[config.mk]
export PLATFORM = sky130hd
export DESIGN_NAME = pm_mode_ctrl
export DESIGN_NICKNAME = d
export VERILOG_FILES = /design/src/rtl/pm_pkg.sv /design/src/rtl/pm_sync2.sv /design/src/rtl/pm_idle_timer.sv /design/src/rtl/pm_wake_capture.sv /design/src/rtl/pm_mode_ctrl.sv
export SDC_FILE = /design/constraint.sdc
export NUM_CORES = 1
export LEC_CHECK = 0
export BUFFER_PORTS_ARGS = -buffer_cell sky130_fd_sc_hd__buf_2
export CORE_MARGIN = 2
export CORE_UTILIZATION = 40
export CTS_CLUSTER_DIAMETER = 40
export DETAILED_ROUTE_END_ITERATION = 10
export GPL_TIMING_DRIVEN = 0
export PLACE_DENSITY = 0.76
export SETUP_SLACK_MARGIN = 0.1
export SLEW_MARGIN = 25
export SYNTH_ARGS = -nofsm -noshare
export SYNTH_HDL_FRONTEND = slang
export SYNTH_SLANG_ARGS = --single-unit
[constraint.sdc]
create_clock -name clk -period 2 [get_ports clk]
set_input_delay 0.5 -clock clk [delete_from_list [all_inputs] [get_ports clk]]
set_output_delay 0.5 -clock clk [all_outputs]
set_load 0.02 [all_outputs]
[src/rtl/pm_pkg.sv]
package pm_pkg;
  typedef enum logic [2:0] {
    PM_RUN     = 3'd0,
    PM_CARDOFF = 3'd1,
    PM_SUSPEND = 3'd2,
    PM_STANDBY = 3'd3,
    PM_HPD     = 3'd4
  } pm_mode_t;

  localparam int NWS      = 9;
  localparam int NCAUSE   = NWS + 1;
  localparam int WK_HOST  = 0;
  localparam int WK_USB   = 1;
  localparam int WK_RF    = 2;
  localparam int WK_TEMP  = NWS;

  localparam logic [NWS-1:0] SUSP_SET = ~(NWS'(1) << WK_HOST);
  localparam logic [NWS-1:0] STBY_SET = ~(NWS'(1) << WK_USB);
endpackage

[src/rtl/pm_sync2.sv]
module pm_sync2 #(
  parameter int          W       = 1,
  parameter logic [W-1:0] RST_VAL = '0
) (
  input  logic         clk,
  input  logic         rst_n,
  input  logic [W-1:0] d_i,
  output logic [W-1:0] q_o
);
  logic [W-1:0] meta_q, sync_q;

  for (genvar g = 0; g < W; g++) begin : g_bit
    always_ff @(posedge clk or negedge rst_n) begin
      if (!rst_n) begin
        meta_q[g] <= RST_VAL[g];
        sync_q[g] <= RST_VAL[g];
      end else begin
        meta_q[g] <= d_i[g];
        sync_q[g] <= meta_q[g];
      end
    end
  end

  assign q_o = sync_q;
endmodule

[src/rtl/pm_idle_timer.sv]
module pm_idle_timer #(
  parameter int IDLE_TICKS = 3000
) (
  input  logic clk,
  input  logic rst_n,
  input  logic tick_i,
  input  logic act_i,
  output logic idle_o
);
  localparam int CW = $clog2(IDLE_TICKS + 1);
  localparam logic [CW-1:0] LIMIT = CW'(IDLE_TICKS);

  logic [CW-1:0] cnt_q, cnt_d;
  logic          cnt_en;

  assign cnt_en = act_i || (tick_i && (cnt_q != LIMIT));

  always_comb begin
    cnt_d = cnt_q;
    if (act_i)       cnt_d = '0;
    else if (cnt_en) cnt_d = cnt_q + 1'b1;
  end

  always_ff @(posedge clk or negedge rst_n) begin
    if (!rst_n)      cnt_q <= '0;
    else if (cnt_en) cnt_q <= cnt_d;
  end

  assign idle_o = (cnt_q == LIMIT);

  assert_act_clears_R2: assert property (@(posedge clk) disable iff (!rst_n)
    act_i |=> !idle_o);
  assert_idle_holds_R2: assert property (@(posedge clk) disable iff (!rst_n)
    (idle_o && !act_i) |=> idle_o);
endmodule

[src/rtl/pm_wake_capture.sv]
module pm_wake_capture #(
  parameter int N = 10
) (
  input  logic         clk,
  input  logic         rst_n,
  input  logic         go_i,
  input  logic [N-1:0] hit_i,
  input  logic [N-1:0] clr_i,
  output logic [N-1:0] cause_o,
  output logic         pulse_o
);
  logic [N-1:0] cause_q, cause_d, set_v;
  logic         pulse_q;

  assign set_v = go_i ? hit_i : '0;

  always_comb begin
    cause_d = (cause_q & ~clr_i) | set_v;
  end

  always_ff @(posedge clk or negedge rst_n) begin
    if (!rst_n) begin
      cause_q <= '0;
      pulse_q <= 1'b0;
    end else begin
      cause_q <= cause_d;
      pulse_q <= go_i;
    end
  end

  assign cause_o = cause_q;
  assign pulse_o = pulse_q;

  assert_sticky_R12: assert property (@(posedge clk) disable iff (!rst_n)
    (set_v == '0 && clr_i == '0) |=> $stable(cause_q));
  assert_pulse_has_cause_R5: assert property (@(posedge clk) disable iff (!rst_n)
    pulse_q |-> (cause_q != '0));
endmodule

[src/rtl/pm_mode_ctrl.sv]
module pm_mode_ctrl
  import pm_pkg::*;
#(
  parameter int IDLE_TICKS = 3000,
  parameter int NTEMP      = 2,
  parameter int NCLK       = 4,
  parameter int NLDO       = 3
) (
  input  logic              clk,
  input  logic              rst_n,
  input  logic              tick_i,
  input  logic              usb_act_i,
  output logic              idle_irq_o,
  input  logic              susp_req_i,
  input  logic              stby_req_i,
  input  logic              host_busy_i,
  input  logic              rf_det_on_i,
  input  logic              pvdd_ok_i,
  input  logic [8:0]        wake_src_i,
  input  logic [8:0]        wake_en_i,
  input  logic [NTEMP-1:0]  temp_hot_i,
  input  logic [NTEMP-1:0]  temp_en_i,
  input  logic              card_done_i,
  output logic              card_deact_o,
  input  logic              rst_pin_n_i,
  input  logic              supply_low_i,
  input  logic              auto_hpd_en_i,
  input  logic [9:0]        cause_clr_i,
  output logic [9:0]        wake_cause_o,
  output logic              wake_pulse_o,
  output logic              susp_nak_o,
  output logic [2:0]        mode_o,
  output logic [NCLK-1:0]   clk_en_o,
  output logic [NLDO-1:0]   ldo_en_o,
  output logic              main_ldo_lp_o
);
  pm_mode_t          state_q, state_d;
  logic              ot_q, ot_d, nak_q, nak_d;
  logic [1:0]        sync_v;
  logic              pin_s, low_s, hpd_enter, hot_any, veto, wake_go;
  logic [NWS-1:0]    src_on, sleep_set;
  logic [NCAUSE-1:0] wake_hit;

  pm_sync2 #(.W(2), .RST_VAL(2'b01)) u_sync (
    .clk(clk), .rst_n(rst_n), .d_i({supply_low_i, rst_pin_n_i}), .q_o(sync_v)
  );
  assign pin_s = sync_v[0];
  assign low_s = sync_v[1];

  pm_idle_timer #(.IDLE_TICKS(IDLE_TICKS)) u_idle (
    .clk(clk), .rst_n(rst_n), .tick_i(tick_i), .act_i(usb_act_i), .idle_o(idle_irq_o)
  );

  assign hpd_enter = !pin_s || (low_s && auto_hpd_en_i);
  assign hot_any   = |(temp_hot_i & temp_en_i);
  assign src_on    = wake_src_i & wake_en_i;
  assign veto      = host_busy_i || (|(src_on & SUSP_SET)) ||
                     (wake_en_i[WK_RF] && !rf_det_on_i) || !pvdd_ok_i;

  always_comb begin
    sleep_set = '0;
    if (state_q == PM_SUSPEND)      sleep_set = SUSP_SET;
    else if (state_q == PM_STANDBY) sleep_set = STBY_SET;
    wake_hit = {(state_q == PM_STANDBY) && ot_q && !hot_any, src_on & sleep_set};
  end

  assign wake_go = (state_q == PM_SUSPEND || state_q == PM_STANDBY) &&
                   !hpd_enter && (|wake_hit);

  always_comb begin
    state_d = state_q;
    ot_d    = ot_q;
    nak_d   = 1'b0;
    if (hpd_enter) begin
      state_d = PM_HPD;
    end else begin
      case (state_q)
        PM_RUN: begin
          if (hot_any) begin
            state_d = PM_STANDBY;
            ot_d    = 1'b1;
          end else if (susp_req_i) begin
            if (veto) nak_d   = 1'b1;
            else      state_d = PM_CARDOFF;
          end else if (stby_req_i) begin
            state_d = PM_STANDBY;
            ot_d    = 1'b0;
          end
        end
        PM_CARDOFF: if (card_done_i) state_d = PM_SUSPEND;
        PM_SUSPEND, PM_STANDBY: begin
          if (wake_go) begin
            state_d = PM_RUN;
            ot_d    = 1'b0;
          end
        end
        PM_HPD: begin
          if (pin_s && !low_s) begin
            state_d = PM_RUN;
            ot_d    = 1'b0;
          end
        end
        default: state_d = PM_RUN;
      endcase
    end
  end

  always_ff @(posedge clk or negedge rst_n) begin
    if (!rst_n) begin
      state_q <= PM_RUN;
      ot_q    <= 1'b0;
      nak_q   <= 1'b0;
    end else begin
      state_q <= state_d;
      ot_q    <= ot_d;
      nak_q   <= nak_d;
    end
  end

  pm_wake_capture #(.N(NCAUSE)) u_wake (
    .clk(clk), .rst_n(rst_n), .go_i(wake_go), .hit_i(wake_hit),
    .clr_i(cause_clr_i), .cause_o(wake_cause_o), .pulse_o(wake_pulse_o)
  );

  always_comb begin
    clk_en_o      = '1;
    ldo_en_o      = '1;
    main_ldo_lp_o = 1'b0;
    case (state_q)
      PM_SUSPEND, PM_STANDBY: begin
        clk_en_o = NCLK'(1);
        ldo_en_o = NLDO'(1);
      end
      PM_HPD: begin
        clk_en_o      = '0;
        ldo_en_o      = NLDO'(1);
        main_ldo_lp_o = 1'b1;
      end
      default: ;
    endcase
  end

  assign card_deact_o = (state_q == PM_CARDOFF);
  assign susp_nak_o   = nak_q;
  assign mode_o       = state_q;

  assert_hpd_entry_R9: assert property (@(posedge clk) disable iff (!rst_n)
    !pin_s |=> (state_q == PM_HPD));
  assert_hpd_exit_R10: assert property (@(posedge clk) disable iff (!rst_n)
    (state_q == PM_HPD && !(pin_s && !low_s)) |=> (state_q == PM_HPD));
  assert_susp_path_R3: assert property (@(posedge clk) disable iff (!rst_n)
    $rose(state_q == PM_SUSPEND) |-> ($past(state_q) == PM_CARDOFF && $past(card_done_i)));
  assert_nak_stays_R4: assert property (@(posedge clk) disable iff (!rst_n)
    nak_q |-> (state_q == PM_RUN));
  assert_wake_from_sleep_R5: assert property (@(posedge clk) disable iff (!rst_n)
    wake_pulse_o |-> (state_q == PM_RUN &&
      ($past(state_q) == PM_SUSPEND || $past(state_q) == PM_STANDBY)));
  assert_hot_standby_R7: assert property (@(posedge clk) disable iff (!rst_n)
    (state_q == PM_RUN && hot_any && !hpd_enter) |=> (state_q == PM_STANDBY));
endmodule

==> metrics.txt, run 1 <==
wire length of the first global-routing pass=5982 um; Critical Path AT=1400 ps; initial DRC count=104; simple-gate share of the synthesized area=22.87%; Synth cell types=40; CTS sink cnt=32; H-tree levels=2; flop2flop setup slack=110 ps; Clock Skew=10.29 ps; post-layout power=1.424 mW; type of the worst setup path=flop to primary output; Ports=70; largest cells by area after synthesis=dfrtp_1 46%, nand2_1 4.9%, inv_1 4.4%, nor2_1 4.4%, o22ai_1 3.5%; share of cells above drive strength 1=44.94%; drt drc=0; Synth Flop Type=dfrtp_1; syn nets=221; placed inst area=2042 um^2; number of port buffers=68; total negative slack=0 ps; Worst-Margin Slew=692.8 ps; via count=1529; Mapped Area=1619 um^2; Worst Path Max Fanout=2; largest family of logic cells by synthesized area=simple AND/OR/NAND/NOR gates; outcome=complete, no violations; Detail Route Antenna Nets=0; Post-synth ARST share=100.0%; maxcap violations=0; Vias/cell=4.823; CP max stage delay=400 ps; peak supply drop=0.3350 mV; core area=3943 um^2; Rows=23; TritonCTS buffer count=5; post-synth top area cell=dfrtp_1; Design Area, Final=2370 um^2; worst-path cell with the longest stage delay=dfrtp_1; initial antenna violation count=0; multiplexer share of the synthesized area=1.236%; Area Overhead vs Synth=46.37%; Leak=1.192 nW; number of stages on the worst setup path=6; remaining global-route overflow=0; Tmin final=1897 ps; placed cell count=292; # hold bufs at CTS=0; fill count=341; Nets=313; DIE WIDTH=67.62 um; CP Cell Sequence=inv_2, ha_4, nor4bb_4, nand3_2, inv_2, buf_6; Post-synth EDFFs=0; Routed Wire Length=3882 um; Final period util=94.84%; pins over their slew limit=0; Synth Area in Adders=1.546%; RSZ-0062 raised after global routing=yes; root buffer cell=clkbuf_8; mean post-synth cell area=9.305 um^2; Synth warnings=0; DR WL/cell=12.25 um; Req. time, crit path=1500 ps; Final setup viols=0; sequential area share after synthesis=49.61%; Die ar.=4572 um^2; CP Capture Type=primary output; total track usage=17.95%; clock-pin slew on the worst setup and hold paths=70 ps; Detailed Place HPWL=2686 um; Synth top area share=46.37%; TritonCTS clock tree=built; Clock Path Buffers=2; CP delay by family, top=flip-flops; Final Hold Fails=0; initial core utilization=41.07%; die height=67.62 um; GPL Wtd Cong=0.8858; startpoint types=flop; crit-path most repeated cell=inv_2; worst slack at placement=-209.2 ps; Layout Cells excl Fill=317; WP buf/inv=3; largest net degree at the start of global routing=33; drt first pass iters=4; Clk Latency, worst-skew pair=290 ps; Syn Inst Count=174; reg2reg path depth=11; vias in the first global route=1417; PwrDens=601.0 nW/um^2; diode count=0; post-synthesis compound-gate area fraction=11.13%; fmax=0.5272 GHz; Slew HR=53.81%; Worst Slack Setup Final=103.2 ps; Hold Path Class=primary input to asynchronous set/reset pin; #FFs+latches synth=32; Post-Synth XOR/XNOR Area=5.410%
[flip-flops by register name, indices dropped and copies added (netlist names)]
signal and cells:
u_wake.pulse_o 1, u_sync.meta_q 2, u_sync.q_o 2, u_wake.cause_o 10, susp_nak_o 1, ot_q 1
mode_o 3, u_idle.cnt_q 12
[what timing repair did]
item,CTS,global route
buffers inserted,12,5
endpoints found under the setup margin,7,17
pin swaps,4,5
resized for setup,20,9
[through the flow]
stage	util (%)	hold WS [ps]
after floorplan	-	204.4
after global placement	51.79	337.2
after detailed placement	51.79	337.1
after CTS	58.46	285.6
after global routing	60.11	301.3
final	60.11	253.3
[layer usage]
metal / vias to the layer above / routed length (um) / track usage [%]
met2: 52 / 1976 / 31.62
met4: 0 / 65 / 6.888
met5: - / 0 / 0
met1: 695 / 1539 / 19.29
li1: 772 / - / -
met3: 10 / 301 / 6.833
[cells in the mapped netlist, types with 2 or more instances]
cell type,number
o22ai_1,9
nand2b_1,3
nand2_1,21
o21ai_0,3
nand4_1,3
a22o_1,2
nor3_1,5
and3_1,2
xor2_1,6
nor2_1,19
o211ai_1,2
dfrtp_1,30
nand3_1,6
buf_4,5
inv_1,19
ha_1,2
a21oi_1,5
a22oi_1,2
dfstp_2,2
or3_1,3
xnor2_1,4
mux2i_1,2
nor3b_1,2
[cells in the final DEF, fill, tap and decap left out, types with 3 or more instances in the layout]
master	count
a21oi_1	5
buf_2	64
buf_4	22
buf_6	6
clkbuf_8	6
dfrtp_1	29
inv_1	15
inv_2	3
nand2_1	19
nand2b_1	3
nand3_1	5
nand4_1	3
nor2_1	16
nor2_4	3
nor3_1	4
o21ai_0	3
o22ai_1	9
or3_1	3
xnor2_1	4
xor2_1	6
[power breakdown]
group	internal, mW	total [mW]	switching [mW]	leakage, nW
Combinational	0.114	0.241	0.127	0.714
Sequential	0.664	0.673	0.00912	0.427
Clock	0.274	0.510	0.236	0.0510
[cell type report]
type	instances	area, um^2	area share, %
repair buffers	85	493.0	20.80
flip-flops and latches	32	804.5	33.95
multi-input cells	115	779.5	32.89
inverters	19	73.82	3.115
plain buffers	8	63.81	2.693
clock inverters	2	10.01	0.4224
well taps	50	62.56	2.640
clock buffers	6	82.58	3.485
[logic make-up (layout without fill, tap and decap cells)]
| logic type | Yosys count | after routing |
|---|---|---|
| buffers and inverters | 27 | 120 |
| other | 1 | 1 |
| AND/OR/NAND/NOR | 73 | 73 |
| XOR/XNOR | 10 | 10 |
| flip-flops | 32 | 32 |
| adder cells (fa/ha/maj) | 2 | 2 |
| AO/OA/AOI/OAI | 27 | 27 |
| multiplexers | 2 | 2 |
[path summary, 6_finish.rpt]
kind                                      to        startpoint
max                               idle_irq_o   u_idle.cnt_q[0]
min                        u_wake.cause_o[1]             rst_n
max reg2reg                  u_idle.cnt_q[1]   u_idle.cnt_q[0]
min reg2reg                    u_sync.q_o[1]  u_sync.meta_q[1]
max in group asynchronous          mode_o[0]             rst_n
min in group clk            u_sync.meta_q[0]       rst_pin_n_i
No activity file was read; power rests on OpenSTA's default activity.
==> inputs of run 2 (changes only) <==
- clock period: 2 -> 2.05 ns (I/O delays scaled with it)
==> metrics.txt, run 2 (synthesis gave the netlist of run 1 again) <==
diode count=0; PwrDens=591.7 nW/um^2; drt drc=0; drt first pass iters=4; Area Overhead vs Synth=44.28%; largest net degree at the start of global routing=33; hold slack=268.1 ps; combinational share of power=16.6%; Tmin final=1905 ps; type of the worst setup path=flop to primary output; share of cells above drive strength 1=44.53%; initial antenna violation count=0; remaining global-route overflow=0; Clock Skew=8.776 ps; via count=1536; clock share of power=35.8%; peak supply drop=0.3263 mV; max FFs per register=12; CP Capture Type=primary output; Design Area, Final=2336 um^2; Clock Path Buffers=2; Clk Latency, worst-skew pair=280 ps; Final period util=92.91%; initial DRC count=131; number of port buffers=68; vias in the first global route=1396; flop2flop setup slack=150 ps; launch point of the worst reg-to-reg path=mode_o[2]; initial core utilization=41.07%; crit-path most repeated cell=buf_4; Detailed Place HPWL=2686 um; wire length of the first global-routing pass=5878 um; H-tree levels=2; maxcap violations=0; P_sw=0.3589 mW; CP Cell Sequence=buf_4, nor2b_4, nor2_4, buf_4, buf_4; CP max stage delay=370 ps; die height=67.62 um; post-layout power=1.382 mW; clock-pin slew on the worst setup and hold paths=70 ps; startpoint types=flop; outcome=complete, no violations; Largest Register=u_idle.cnt_q; Critical Path AT=1390 ps; total track usage=17.63%; GPL Wtd Cong=0.8858; root buffer cell=clkbuf_8; Core Util, Final=59.25%; Nets=311; CP delay by family, top=buffers and inverters; Routed Wire Length=3899 um; switch share=25.97%; Worst Path Max Fanout=10; Detail Route Antenna Nets=0; Final Hold Fails=0; Die ar.=4572 um^2; fmax=0.5250 GHz; DR WL/cell=12.38 um; internal power=1.023 mW; reg2reg path depth=7; most frequent cells in the layout=65 x buf_2, 29 x dfrtp_1, 21 x buf_4; CTS sink cnt=32; pins over their slew limit=0; worst-path cell with the longest stage delay=dfrtp_1; TritonCTS clock tree=built; Req. time, crit path=1540 ps; Slew HR=53.92%; worst slack at placement=-171.7 ps; most common cell after layout, fill and taps aside=buf_2; Worst-Margin Slew=691.3 ps; placed inst area=2042 um^2; r2r endpoint=mode_o[0]; WP buf/inv=3; Ports=70; # hold bufs at CTS=0; Worst Slack Setup Final=145.3 ps; Leak=1.178 nW; RSZ-0062 raised after global routing=yes; DIE WIDTH=67.62 um; Reg power frac=47.5%; Rows=23; Hold Path Class=primary input to asynchronous set/reset pin; core area=3943 um^2; number of stages on the worst setup path=5; TritonCTS buffer count=5; Final setup viols=0; Vias/cell=4.876
==> run 2: what timing repair did <==
item / CTS / global route
buffers inserted: 8 / 7
cloned: 0 / 0
pin swaps: 3 / 4
resized for setup: 9 / 15
endpoints found under the setup margin: 6 / 16
==> run 2: layer usage <==
metal  global-route usage, %  routed length (um)
met2                   31.25                2003
met4                   6.633                  51
met1                   18.76                1548
met3                   6.833                 295
met5                       0                   0
==> run 2: worst reg2reg max path: cells and delay by family, from the launching register on <==
kind,cells,cell delay (ps)
AND/OR/NAND/NOR,3,560
AO/OA/AOI/OAI,1,340
flip-flops,1,370
buffers and inverters,2,340
multiplexers,1,220
==> run 2: cell type report <==
| class | instances | area, um^2 |
|---|---|---|
| multi-input combinational | 115 | 773.2 |
| inverter | 19 | 71.32 |
| tap | 50 | 62.56 |
| buffer | 8 | 63.81 |
| timing repair buffer | 83 | 467.9 |
| clock inverter | 2 | 10.01 |
| fill | 349 | 1607 |
| sequential | 32 | 804.5 |
| clock buffer | 6 | 82.58 |
==> run 2: worst max path at each step <==
stage / startpoint / endpoint
2_1_floorplan: mode_o[1] / clk_en_o[2]
3_3_place_gp: wake_src_i[2] / u_wake.cause_o[9]
3_5_place_dp: wake_src_i[2] / u_wake.cause_o[5]
4_1_cts: mode_o[1] / clk_en_o[2]
5_1_grt: u_idle.cnt_q[0] / idle_irq_o
6_report: mode_o[2] / clk_en_o[3]
==> run 2: power groups by stage <==
stage | Sequential (mW) | Clock (mW) | Combinational [mW]
5_1_grt | 0.658 | 0.547 | 0.256
6_report | 0.657 | 0.495 | 0.230
3_3_place_gp | 0.669 | 0 | 0.193
2_1_floorplan | 0.670 | 0 | 0.105
4_1_cts | 0.656 | 0.515 | 0.213
3_5_place_dp | 0.669 | 0 | 0.197
==> run 2: through the flow <==
step	TNS, ps	instances
after detailed placement	-1454	292
after floorplan	0	174
final	0	315
after global routing	0	315
after global placement	-1313	292
after CTS	0	308
==> inputs of run 3 (changes only) <==
- ABC_AREA: unset -> 0
- CORE_ASPECT_RATIO: unset -> 1.1
==> metrics.txt, run 3 (synthesis gave the netlist of run 1 again) <==
clock-pin slew on the worst setup and hold paths=70 ps; core area=3934 um^2; Worst Path Max Fanout=3; Reg power frac=47.8%; Worst Slack Setup Final=110.6 ps; Routed Wire Length=3721 um; diode count=0; placed inst area=2044 um^2; Hold Path Class=primary input to asynchronous set/reset pin; type of the worst setup path=flop to primary output; Final setup viols=0; flop2flop setup slack=260 ps; P_sw=0.3554 mW; vias in the first global route=1502; initial DRC count=86; Die ar.=4573 um^2; die height=70.73 um; Slew HR=53.59%; pins over their slew limit=0; Nets=304; TritonCTS clock tree=built; via count=1497; Area Overhead vs Synth=40.65%; CP Capture Type=primary output; Final Hold Fails=0; total negative slack=0 ps; GPL Wtd Cong=0.8846; Req. time, crit path=1540 ps; launch point of the worst reg-to-reg path=mode_o[2]; Detail Route Antenna Nets=0; Worst-Margin Slew=696.1 ps; number of port buffers=68; Leak=1.144 nW; sequential cell area=804.5 um^2; wire length of the first global-routing pass=6320 um; Rows=24; H-tree levels=2; drt first pass iters=4; hold slack=268.6 ps; fmax=0.5156 GHz; DIE WIDTH=64.66 um; DR WL/cell=12.00 um; Final period util=94.61%; most frequent cells in the layout=67 x buf_2, 29 x dfrtp_1, 20 x nand2_1; most common cell after layout, fill and taps aside=buf_2; RSZ-0062 raised after global routing=yes; Ports=70; maxcap violations=0; root buffer cell=clkbuf_8; initial core utilization=41.16%; multi-input logic area=770.7 um^2; largest net degree at the start of global routing=33; total track usage=17.80%; combinational share of power=16.2%; Largest Register=u_idle.cnt_q; Critical Path AT=1430 ps; TritonCTS buffer count=5; fill count=383; outcome=complete, no violations; r2r endpoint=u_wake.cause_o[5]; initial antenna violation count=0; PwrDens=603.0 nW/um^2; reg2reg path depth=7; remaining global-route overflow=0; peak supply drop=0.3312 mV; Clock Skew=6.634 ps; Tmin final=1939 ps; drt drc=0; Vias/cell=4.829; clock share of power=35.9%; max FFs per register=12; CTS sink cnt=32; Detailed Place HPWL=2767 um; worst slack at placement=-117.3 ps; Design Area, Final=2277 um^2; share of cells above drive strength 1=42.25%; Clk Latency, worst-skew pair=280 ps; internal power=1.018 mW; startpoint types=flop; Clock Path Buffers=2; switch share=25.88%
run 3: critical path, cell delays in order, from the launching register on:
cell and delay (ps):
dfrtp_1 380, inv_1 100, ha_4 130, nor4bb_4 210
nand3_2 140, inv_2 70, buf_6 110
run 3: worst max path at each step:
stage | slack [ps] | startpoint | end | depth (start not counted)
after global placement | -140 | wake_src_i[2] | u_wake.cause_o[9] | 7
after global routing | 20 | u_idle.cnt_q[0] | idle_irq_o | 6
after floorplan | 140 | mode_o[1] | clk_en_o[2] | 6
final | 110 | u_idle.cnt_q[1] | idle_irq_o | 6
after CTS | 100 | u_idle.cnt_q[0] | idle_irq_o | 6
after detailed placement | -120 | wake_src_i[2] | u_wake.cause_o[5] | 7
run 3: metal layers:
metal | GRT usage [%] | routed length (um)
met4 | 6.383 | 23
met2 | 31.60 | 1939
met1 | 19.73 | 1544
met3 | 6.041 | 214
met5 | 0 | 0
run 3: stage by stage:
| step | power [mW] | util (%) | cells |
|---|---|---|---|
| 2_1_floorplan | 0.7752 | - | 174 |
| 3_3_place_gp | 0.8627 | 51.97 | 294 |
| 3_5_place_dp | 0.8679 | 51.97 | 294 |
| 4_1_cts | 1.380 | 55.92 | 305 |
| 5_1_grt | 1.454 | 57.89 | 310 |
| 6_report | 1.373 | 57.89 | 310 |
run 3: power groups by stage:
| stage | clock, mW | combinational (mW) | sequential [mW] |
|---|---|---|---|
| floorplan | 0 | 0.105 | 0.670 |
| global placement | 0 | 0.194 | 0.669 |
| detailed placement | 0 | 0.199 | 0.669 |
| CTS | 0.511 | 0.213 | 0.656 |
| global route | 0.548 | 0.247 | 0.659 |
| finish | 0.494 | 0.223 | 0.657 |
run 3: final cells by class:
class                           count  share of cell area [%]
Tap cell                           52                   2.857
Clock inverter                      2                  0.4396
Sequential cell                    32                   35.33
Inverter                           19                   3.242
Multi-Input combinational cell    115                   33.85
Buffer                              8                   2.802
Timing Repair Buffer               76                   17.86
Clock buffer                        6                   3.626
run 3: timing repair:
action / in CTS / in global routing
hold buffers: 0 / 0
buffers inserted: 3 / 5
endpoints found under the setup margin: 6 / 11
resized for setup: 11 / 9
pin swaps: 3 / 3
